==> src/rtl/manch_rx_pkg.sv <==
package manch_rx_pkg;

    typedef enum logic [1:0] {
        S_HUNT  = 2'd0,
        S_BLANK = 2'd1,
        S_WAIT  = 2'd2
    } rx_state_t;

endpackage

==> src/rtl/manch_sync_edge.sv <==
module manch_sync_edge (
    input  logic clk,
    input  logic rst_n,
    input  logic line_in,
    output logic level,
    output logic edge_seen
);

    logic meta_q, stab_q, prev_q;

    always_ff @(posedge clk or negedge rst_n) begin
        if (!rst_n) begin
            meta_q <= 1'b0;
            stab_q <= 1'b0;
            prev_q <= 1'b0;
        end else begin
            meta_q <= line_in;
            stab_q <= meta_q;
            prev_q <= stab_q;
        end
    end

    assign level     = stab_q;
    assign edge_seen = stab_q ^ prev_q;

endmodule

==> src/rtl/manch_gap_meter.sv <==
module manch_gap_meter #(
    parameter int OVS = 16
) (
    input  logic clk,
    input  logic rst_n,
    input  logic edge_seen,
    output logic gap_short,
    output logic gap_full,
    output logic gap_stale
);

    localparam int Q   = OVS / 4;
    localparam int TOP = 2 * OVS;
    localparam int CW  = $clog2(TOP + 1);
    localparam logic [CW-1:0] LIM_SHORT = CW'(Q - 1);
    localparam logic [CW-1:0] LIM_FLO   = CW'(3 * Q - 1);
    localparam logic [CW-1:0] LIM_FHI   = CW'(6 * Q - 1);
    localparam logic [CW-1:0] LIM_STALE = CW'(6 * Q);
    localparam logic [CW-1:0] LIM_TOP   = CW'(TOP);

    // clocks elapsed since the last transition, minus one
    logic [CW-1:0] since_q;

    always_ff @(posedge clk or negedge rst_n) begin
        if (!rst_n) begin
            since_q <= LIM_TOP;
        end else if (edge_seen) begin
            since_q <= '0;
        end else if (since_q != LIM_TOP) begin
            since_q <= since_q + 1'b1;
        end
    end

    assign gap_short = edge_seen && (since_q < LIM_SHORT);
    assign gap_full  = edge_seen && (since_q >= LIM_FLO) && (since_q <= LIM_FHI);
    assign gap_stale = (since_q >= LIM_STALE);

    p_gap_exclusive_r8: assert property (@(posedge clk) disable iff (!rst_n)
        !(gap_short && gap_full));

    p_counter_bounded_r7: assert property (@(posedge clk) disable iff (!rst_n)
        since_q <= LIM_TOP);

endmodule

==> src/rtl/manch_rx.sv <==
module manch_rx #(
    parameter int OVS       = 16,
    parameter bit POLARITY  = 1'b0,
    parameter int LOCK_BITS = 8
) (
    input  logic clk,
    input  logic rst_n,
    input  logic line_in,
    output logic data_out,
    output logic data_valid,
    output logic rec_clk,
    output logic locked,
    output logic sync_lost
);
    import manch_rx_pkg::*;

    localparam int T3Q = (3 * OVS) / 4;
    localparam int TW  = $clog2(T3Q + 1);
    localparam int LW  = $clog2(LOCK_BITS + 1);
    localparam logic [TW-1:0] TMR_LOAD = TW'(T3Q - 1);
    localparam logic [LW-1:0] LK_LAST  = LW'(LOCK_BITS - 1);

    logic level, edge_seen;
    logic gap_short, gap_full, gap_stale;

    manch_sync_edge u_sync (
        .clk       (clk),
        .rst_n     (rst_n),
        .line_in   (line_in),
        .level     (level),
        .edge_seen (edge_seen)
    );

    manch_gap_meter #(.OVS(OVS)) u_gap (
        .clk       (clk),
        .rst_n     (rst_n),
        .edge_seen (edge_seen),
        .gap_short (gap_short),
        .gap_full  (gap_full),
        .gap_stale (gap_stale)
    );

    rx_state_t     state_q, state_d;
    logic [TW-1:0] tmr_q;
    logic [LW-1:0] lk_q;
    logic          start, expire, lose, bit_dec;

    // next-state and event decode
    always_comb begin
        state_d = state_q;
        start   = 1'b0;
        expire  = 1'b0;
        lose    = 1'b0;
        unique case (state_q)
            S_HUNT: begin
                if (gap_full) begin
                    start   = 1'b1;
                    state_d = S_BLANK;
                end
            end
            S_BLANK: begin
                if (gap_short || gap_stale) begin
                    lose = 1'b1;
                end else if (tmr_q == '0) begin
                    expire  = 1'b1;
                    state_d = S_WAIT;
                end
            end
            S_WAIT: begin
                if (gap_short || gap_stale) begin
                    lose = 1'b1;
                end else if (edge_seen) begin
                    start   = 1'b1;
                    state_d = S_BLANK;
                end
            end
            default: lose = 1'b1;
        endcase
        if (lose) state_d = S_HUNT;
    end

    assign bit_dec = POLARITY ? level : ~level;

    // state register, one-shot and lock run counter
    always_ff @(posedge clk or negedge rst_n) begin
        if (!rst_n) begin
            state_q <= S_HUNT;
            tmr_q   <= '0;
            lk_q    <= '0;
        end else begin
            state_q <= state_d;
            if (start) begin
                tmr_q <= TMR_LOAD;
            end else if (state_q == S_BLANK && tmr_q != '0) begin
                tmr_q <= tmr_q - 1'b1;
            end
            if (lose) begin
                lk_q <= '0;
            end else if (expire && !locked && lk_q != LK_LAST) begin
                lk_q <= lk_q + 1'b1;
            end
        end
    end

    // registered outputs
    always_ff @(posedge clk or negedge rst_n) begin
        if (!rst_n) begin
            data_out   <= 1'b0;
            data_valid <= 1'b0;
            rec_clk    <= 1'b0;
            locked     <= 1'b0;
            sync_lost  <= 1'b0;
        end else begin
            data_valid <= expire && locked;
            rec_clk    <= expire && locked;
            if (expire) data_out <= bit_dec;
            if (lose) begin
                locked    <= 1'b0;
                sync_lost <= 1'b1;
            end else if (expire && !locked && lk_q == LK_LAST) begin
                locked    <= 1'b1;
                sync_lost <= 1'b0;
            end
        end
    end

    p_single_pulse_r5: assert property (@(posedge clk) disable iff (!rst_n)
        data_valid |=> !data_valid);

    p_valid_locked_r6: assert property (@(posedge clk) disable iff (!rst_n)
        data_valid |-> locked);

    p_lost_unlocked_r9: assert property (@(posedge clk) disable iff (!rst_n)
        sync_lost |-> !locked);

    p_hunt_quiet_r2: assert property (@(posedge clk) disable iff (!rst_n)
        (state_q == S_HUNT) |=> !data_valid);

    p_timer_range_r3: assert property (@(posedge clk) disable iff (!rst_n)
        (state_q == S_BLANK) |-> (tmr_q <= TMR_LOAD));

endmodule

==> config.mk <==
export PLATFORM = sky130hd
export DESIGN_NAME = manch_rx
export DESIGN_NICKNAME = d
export VERILOG_FILES = /design/src/rtl/manch_rx_pkg.sv /design/src/rtl/manch_sync_edge.sv /design/src/rtl/manch_gap_meter.sv /design/src/rtl/manch_rx.sv
export SDC_FILE = /design/constraint.sdc
export NUM_CORES = 1
export LEC_CHECK = 0
export BUFFER_PORTS_ARGS = -buffer_cell sky130_fd_sc_hd__buf_2
export CAP_MARGIN = 40
export CORE_UTILIZATION = 30
export DETAILED_ROUTE_END_ITERATION = 6
export PLACE_DENSITY = 0.41
export SLEW_MARGIN = 15
export SYNTH_ARGS = -nofsm -noshare
export SYNTH_HDL_FRONTEND = slang
export SYNTH_SLANG_ARGS = --single-unit
export TNS_END_PERCENT = 100
==> constraint.sdc <==
create_clock -name clk -period 2.5 [get_ports clk]
set_input_delay 0.125 -clock clk [delete_from_list [all_inputs] [get_ports clk]]
set_output_delay 0.125 -clock clk [all_outputs]
set_load 0.02 [all_outputs]
Yosys cells after proc, flatten, opt, wreduce, memory -nomap -nowiden
Index checks and enable logic that the tools add are counted.

word-level totals
  bits in registers = 23
  bits of input ports = 3
  output and inout port bits = 5
  logic and storage cells = 76

operators by class
  add/subtract/negate cells = 3
  order comparisons = 4
  equal/unequal tests = 10
  mux-type cells = 26
  bitwise logic cells = 2
  reduce and logical (&&, ||, !) cells = 20

operators by type and width
  cell                 number
  $mux 4               4
  $mux 2               6
  $mux 6               2
  $ne 3x3->1 const B   4
  $mux 1               11
  $logic_and 1x1->1    8
  $reduce_bool 2->1    4
  $reduce_bool 4->1    2
  $add 6x1->6 const B  1
  $ge 6x4->1 const B   1
  $ge 6x5->1 const B   1
  $le 6x5->1 const B   1
  $lt 6x2->1 const B   1
  $ne 6x6->1 const B   1
  $pmux 2 s3           1
  $reduce_and 6->1     1
  $add 4x1->4 const B  1
  $eq 4x3->1 const B   1
  $logic_not 4->1      1
  $ne 4x3->1 const B   1
  $pmux 1 s2           2
  $sub 4x1->4 const B  1
  $ne 3x2->1 const B   1
  $eq 2x1->1 const B   1
  other kinds (7)      7

Longest topological paths before layout
  word-level depth = 9
  gate-level depth with buffers = 7
  mapped depth without buffers = 7

Cells and area by module
From an unflattened synthesis, not the netlist that was laid out.

second synthesis, totals
  cell total of the unflattened synthesis = 123
  area total of the unflattened synthesis = 1295.0 µm²

modules (own cells, without submodules)
  module           times used  cells an instance  area each (µm²)  sequential area each (µm²)
  manch_rx         1           79                 815.8            350.3
  manch_gap_meter  1           40                 395.4            151.4
  manch_sync_edge  1           4                  83.8             75.1

Worst setup path after synthesis
OpenSTA, ideal clock, no wires.

  kind = register to register
  from = register tmr_q[0]
  to = register lk_q[3]
  setup time = 73 ps
  data arrival time = 1886 ps
  required time = 2427 ps
  path slack = 540 ps
  cell stages (with the launch flop) = 8
  buffers on the path = 0
  period minus slack after synthesis = 1960 ps
  path through = dfrtp_1 > inv_1 > ha_1 > or3b_4 > nor2_4 > nand3_4 > or4_4 > a21oi_2

on the way
  word-level cells in the longest chain between the ends = 7

RTL lines
  what                             RTL line         RTL
  start: declaration               manch_rx.sv:44   logic [TW-1:0] tmr_q;
  start signal: assignment         manch_rx.sv:95   tmr_q <= tmr_q - 1'b1;
  $logic_not 4->1                  manch_rx.sv:64   end else if (tmr_q == '0) begin
  $mux 1                           manch_rx.sv:64
  $mux 1                           manch_rx.sv:62   if (gap_short || gap_stale) begin
  $mux 1                           manch_rx.sv:54   unique case (state_q)
  $logic_and 1x1->1 (2 in series)  manch_rx.sv:99   end else if (expire && !locked && lk_q != LK_LAST) begin
  $reduce_bool 2->1 (no line)      --
  end signal: assignment           manch_rx.sv:100  lk_q <= lk_q + 1'b1;
  end: declaration                 manch_rx.sv:45   logic [LW-1:0] lk_q;

No other way between the ends.
A chain may end at the register's enable or synchronous reset.

Final worst setup path
  from = register tmr_q[1]
  to = register lk_q[3]

The elaborated chain is that of the path after synthesis.

==> key figures <==
Run status
  • Status: completed

GRT
  • Remaining Overflow, GRT: 0
  • Vias in the first global route: about 810
  • First-pass GRT wire length: ~3700 um
  • Initial antenna violation count: 0
  • Largest net degree at the start of global routing: 24
  • Total GRT Usage: 0.114

Logic synthesis
  • Yosys cell types: 38
  • Synth Cell Area: between 1000 and 1500 um^2
  • Top FF cell, synth: dfrtp_1
  • Cells after Synth: around 120
  • Mean Syn Cell Area: about 10 um^2
  • Seq/Total Area, Yosys: 0.464
  • Commonest cells in the synthesized netlist: 22 x dfrtp_1, 11 x nor2_1, 10 x nand2_1
  • EDFF count, synth: 0
  • Top-area cell type share of the netlist area: 0.443
  • Largest area contributor in the netlist: dfrtp_1
  • Ranking of synthesized cells by area: dfrtp_1 44%, ha_1 8.0%, xnor2_1 4.2%, nor2_1 3.3%, nand3_1 3.2%
  • Yosys reg bits: 23
  • Post-synth ARST share: 1.00
  • Top-count cell post-synth: dfrtp_1
  • Yosys warning total: 0
  • Syn_nets: ~130

Place
  • Area after DPL: 1330 um^2
  • Dpl hpwl: 1640 um
  • Input/output buffers: 7
  • GP Congestion: 0.703

Final layout
  • Final instance area: approximately 1400 um^2
  • Antenna Cells: 0
  • FF+latch area: about 580 um^2
  • # fillers: about 420
  • Share of cells above drive strength 1: 0.172
  • Layout Nets: approximately 150
  • Multi-input logic area: 622 um^2
  • Area delta synth->final: 12.3%

CTS
  • Post_cts resized: 0
  • Total CTS buffers: 3
  • Root Buffer: clkbuf_8
  • Postcts setup bufs: 0
  • Post-CTS Hold Buffers: 2
  • CTS H-tree depth: 1
  • Clock transition at path regs: about 0.09 ns
  • TritonCTS clock tree: yes
  • Clk buf depth: 2
  • Skew-Pair Late Insertion Delay: ~0.27 ns
  • Clock sink count: 23

Timing
  • Pins over their slew limit: 0
  • RSZ-0062 raised after global routing: false
  • Final Cycle Share: 0.829
  • Setup tns final: 0 ns
  • Final setup fails: 0
  • Slew @ Worst Pin: roughly 0.52 ns
  • Worst rel slew slack: 0.653
  • Skew final: between 0.003 and 0.004 ns
  • WHS: roughly 0.36 ns
  • Fmax: 483 MHz
  • Min Tclk post-route: a little over 2 ns
  • Hold Fails Final Rpt: 0

Floorplan
  • Initial Util: 0.311
  • Die X: between 60 and 70 um
  • Std-Cell Rows: 23
  • Die height: ~66 um
  • Core Region: about 4000 um^2
  • Die area: around 4400 um^2
  • IO Pins: 8

Detailed routing
  • Post-Route WL: 2260 um
  • Routed Antenna Nets: 0
  • Via count: 888
  • Post-DR vias/cell: 4.83
  • First DRT Iteration DRCs: 20
  • WL/cell: 12.3 um
  • 1st-pass router iterations: 4
  • Drc violations: 0

Run
  • Max-Cap Viols: 0

Power and ir drop
  • Lkg Pwr: roughly 0.63 nW
  • P_sw: 0.281 mW
  • Combinational share of power: 0.236
  • Pwr dens: about 640 nW/um^2
  • Cell internal pwr: 0.612 mW
  • Reg power frac: 0.500
  • Sw Share: 0.314
  • Clk network pwr share: 0.264
  • Maximum vdd drop: between 0.0002 and 0.0003 V

Setup path
  • CP arrival: roughly 2.3 ns
  • CP max stage delay: ~0.54 ns
  • Critical Path Sink Type: flip-flop
  • Setup CP Type: flip-flop to flip-flop
  • CP Max Fanout: 10
  • Required time worst endpoint: around 2.7 ns
  • Crit-path cells: inv_1 -> ha_1 -> or3b_4 -> nor2_4 -> nand3_4 -> or4_4 -> a21oi_2
  • Critical path launch point type: flip-flop
  • Slowest CP cell: or4_4

Worst hold path
  • Hold crit path type: primary input to async pin
power groups by stage:
stage	registers, mW	clock network (mW)	logic [mW]
final	0.446	0.236	0.211
after global routing	0.452	0.258	0.240
after CTS	0.446	0.245	0.216
after detailed placement	0.454	0	0.212
after global placement	0.453	0	0.207
after floorplan	0.466	0	0.141
sequential cells by signal, summed over array words and instances, names as in the netlist:
signal         flops
data_out           1
lk_q               4
locked             1
rec_clk            1
state_q            2
sync_lost          1
tmr_q              4
u_gap.since_q      6
u_sync.level       1
u_sync.meta_q      1
u_sync.prev_q      1
routing by layer:
layer	share of wire	vias up	global-route usage	wire length (um)
met1	0.50	408	0.147	1140
met3	0.030	5	0.0207	68
met4	0.018	0	0.0479	40
met2	0.45	18	0.185	1010
met5	0	-	0	0
li1	-	457	-	-
area by class of cell:
type,instances,share of cell area
multi-input combinational,89,0.445
sequential,23,0.413
tap,50,0.0448
timing repair buffer,9,0.0394
clock buffer,3,0.0296
inverter,9,0.0242
clock inverter,1,0.00358
placed cells by master (no fill, tap or decap):
cell type,instances
dfrtp_1,22
nor2_1,11
nand2_1,10
inv_1,9
nand3_1,8
o21ai_0,8
ha_1,8
buf_2,7
xnor2_1,6
a21oi_1,5
xor2_1,3
clkbuf_8,3
nor3_1,2
and3_1,2
mux2i_1,2
a31oi_1,2
o31ai_1,2
dlygate4sd3_1,2
xor2_2,1
or3b_4,1
a21o_2,1
nor2_4,1
nand3_4,1
a41oi_1,1
a211o_2,1
a211oi_1,1
a22oi_1,1
a22o_1,1
o211ai_1,1
o21a_1,1
nor4_1,1
nand3b_1,1
or4_4,1
a21oi_2,1
or2_2,1
or3_1,1
or3_2,1
and4bb_2,1
clkinv_2,1
dfstp_2,1
final timing paths:
check / end / startpoint / cells after the start / slack [ns]
max: lk_q[3]$_DFFE_PN0P_ / tmr_q[1]$_DFFE_PN0P_ / 7 / 0.43
min: tmr_q[1]$_DFFE_PN0P_ / rst_n / 2 / 0.36
min in group clk: u_sync.level$_DFF_PN0_ / u_sync.meta_q$_DFF_PN0_ / 0 / 0.36
max in group asynchronous: u_gap.since_q[5]$_DFFE_PN1P_ / rst_n / 2 / 1.78
min reg2reg: u_sync.level$_DFF_PN0_ / u_sync.meta_q$_DFF_PN0_ / 0 / 0.36
max reg2reg: lk_q[3]$_DFFE_PN0P_ / tmr_q[1]$_DFFE_PN0P_ / 7 / 0.43
worst max-delay path, delay by kind of cell, from the launching register on:
kind                     cells  cell delay (ns)
AND/OR/NAND/NOR              4             1.23
adder cells (fa/ha/maj)      1             0.14
buffers and inverters        1             0.10
AO/OA/AOI/OAI                1             0.14
flip-flops                   1             0.41
cell families after synthesis:
group,after synthesis,synth area share
compound gates,26,0.135
xor+xnor,10,0.0765
fa+ha+maj,8,0.0805
buf+inv,11,0.0362
flops,23,0.464
mux,2,0.0161
simple gates,43,0.192
stage by stage:
step,cells,power [mW],utilization,worst slack (ns)
after detailed placement,178,0.666,0.332,0.425
after CTS,184,0.908,0.349,0.408
after global placement,178,0.660,0.332,0.476
after global routing,184,0.950,0.349,0.303
after floorplan,123,0.606,-,0.540
final,184,0.893,0.349,0.428
Note: power is estimated with default switching activity, not from simulation.
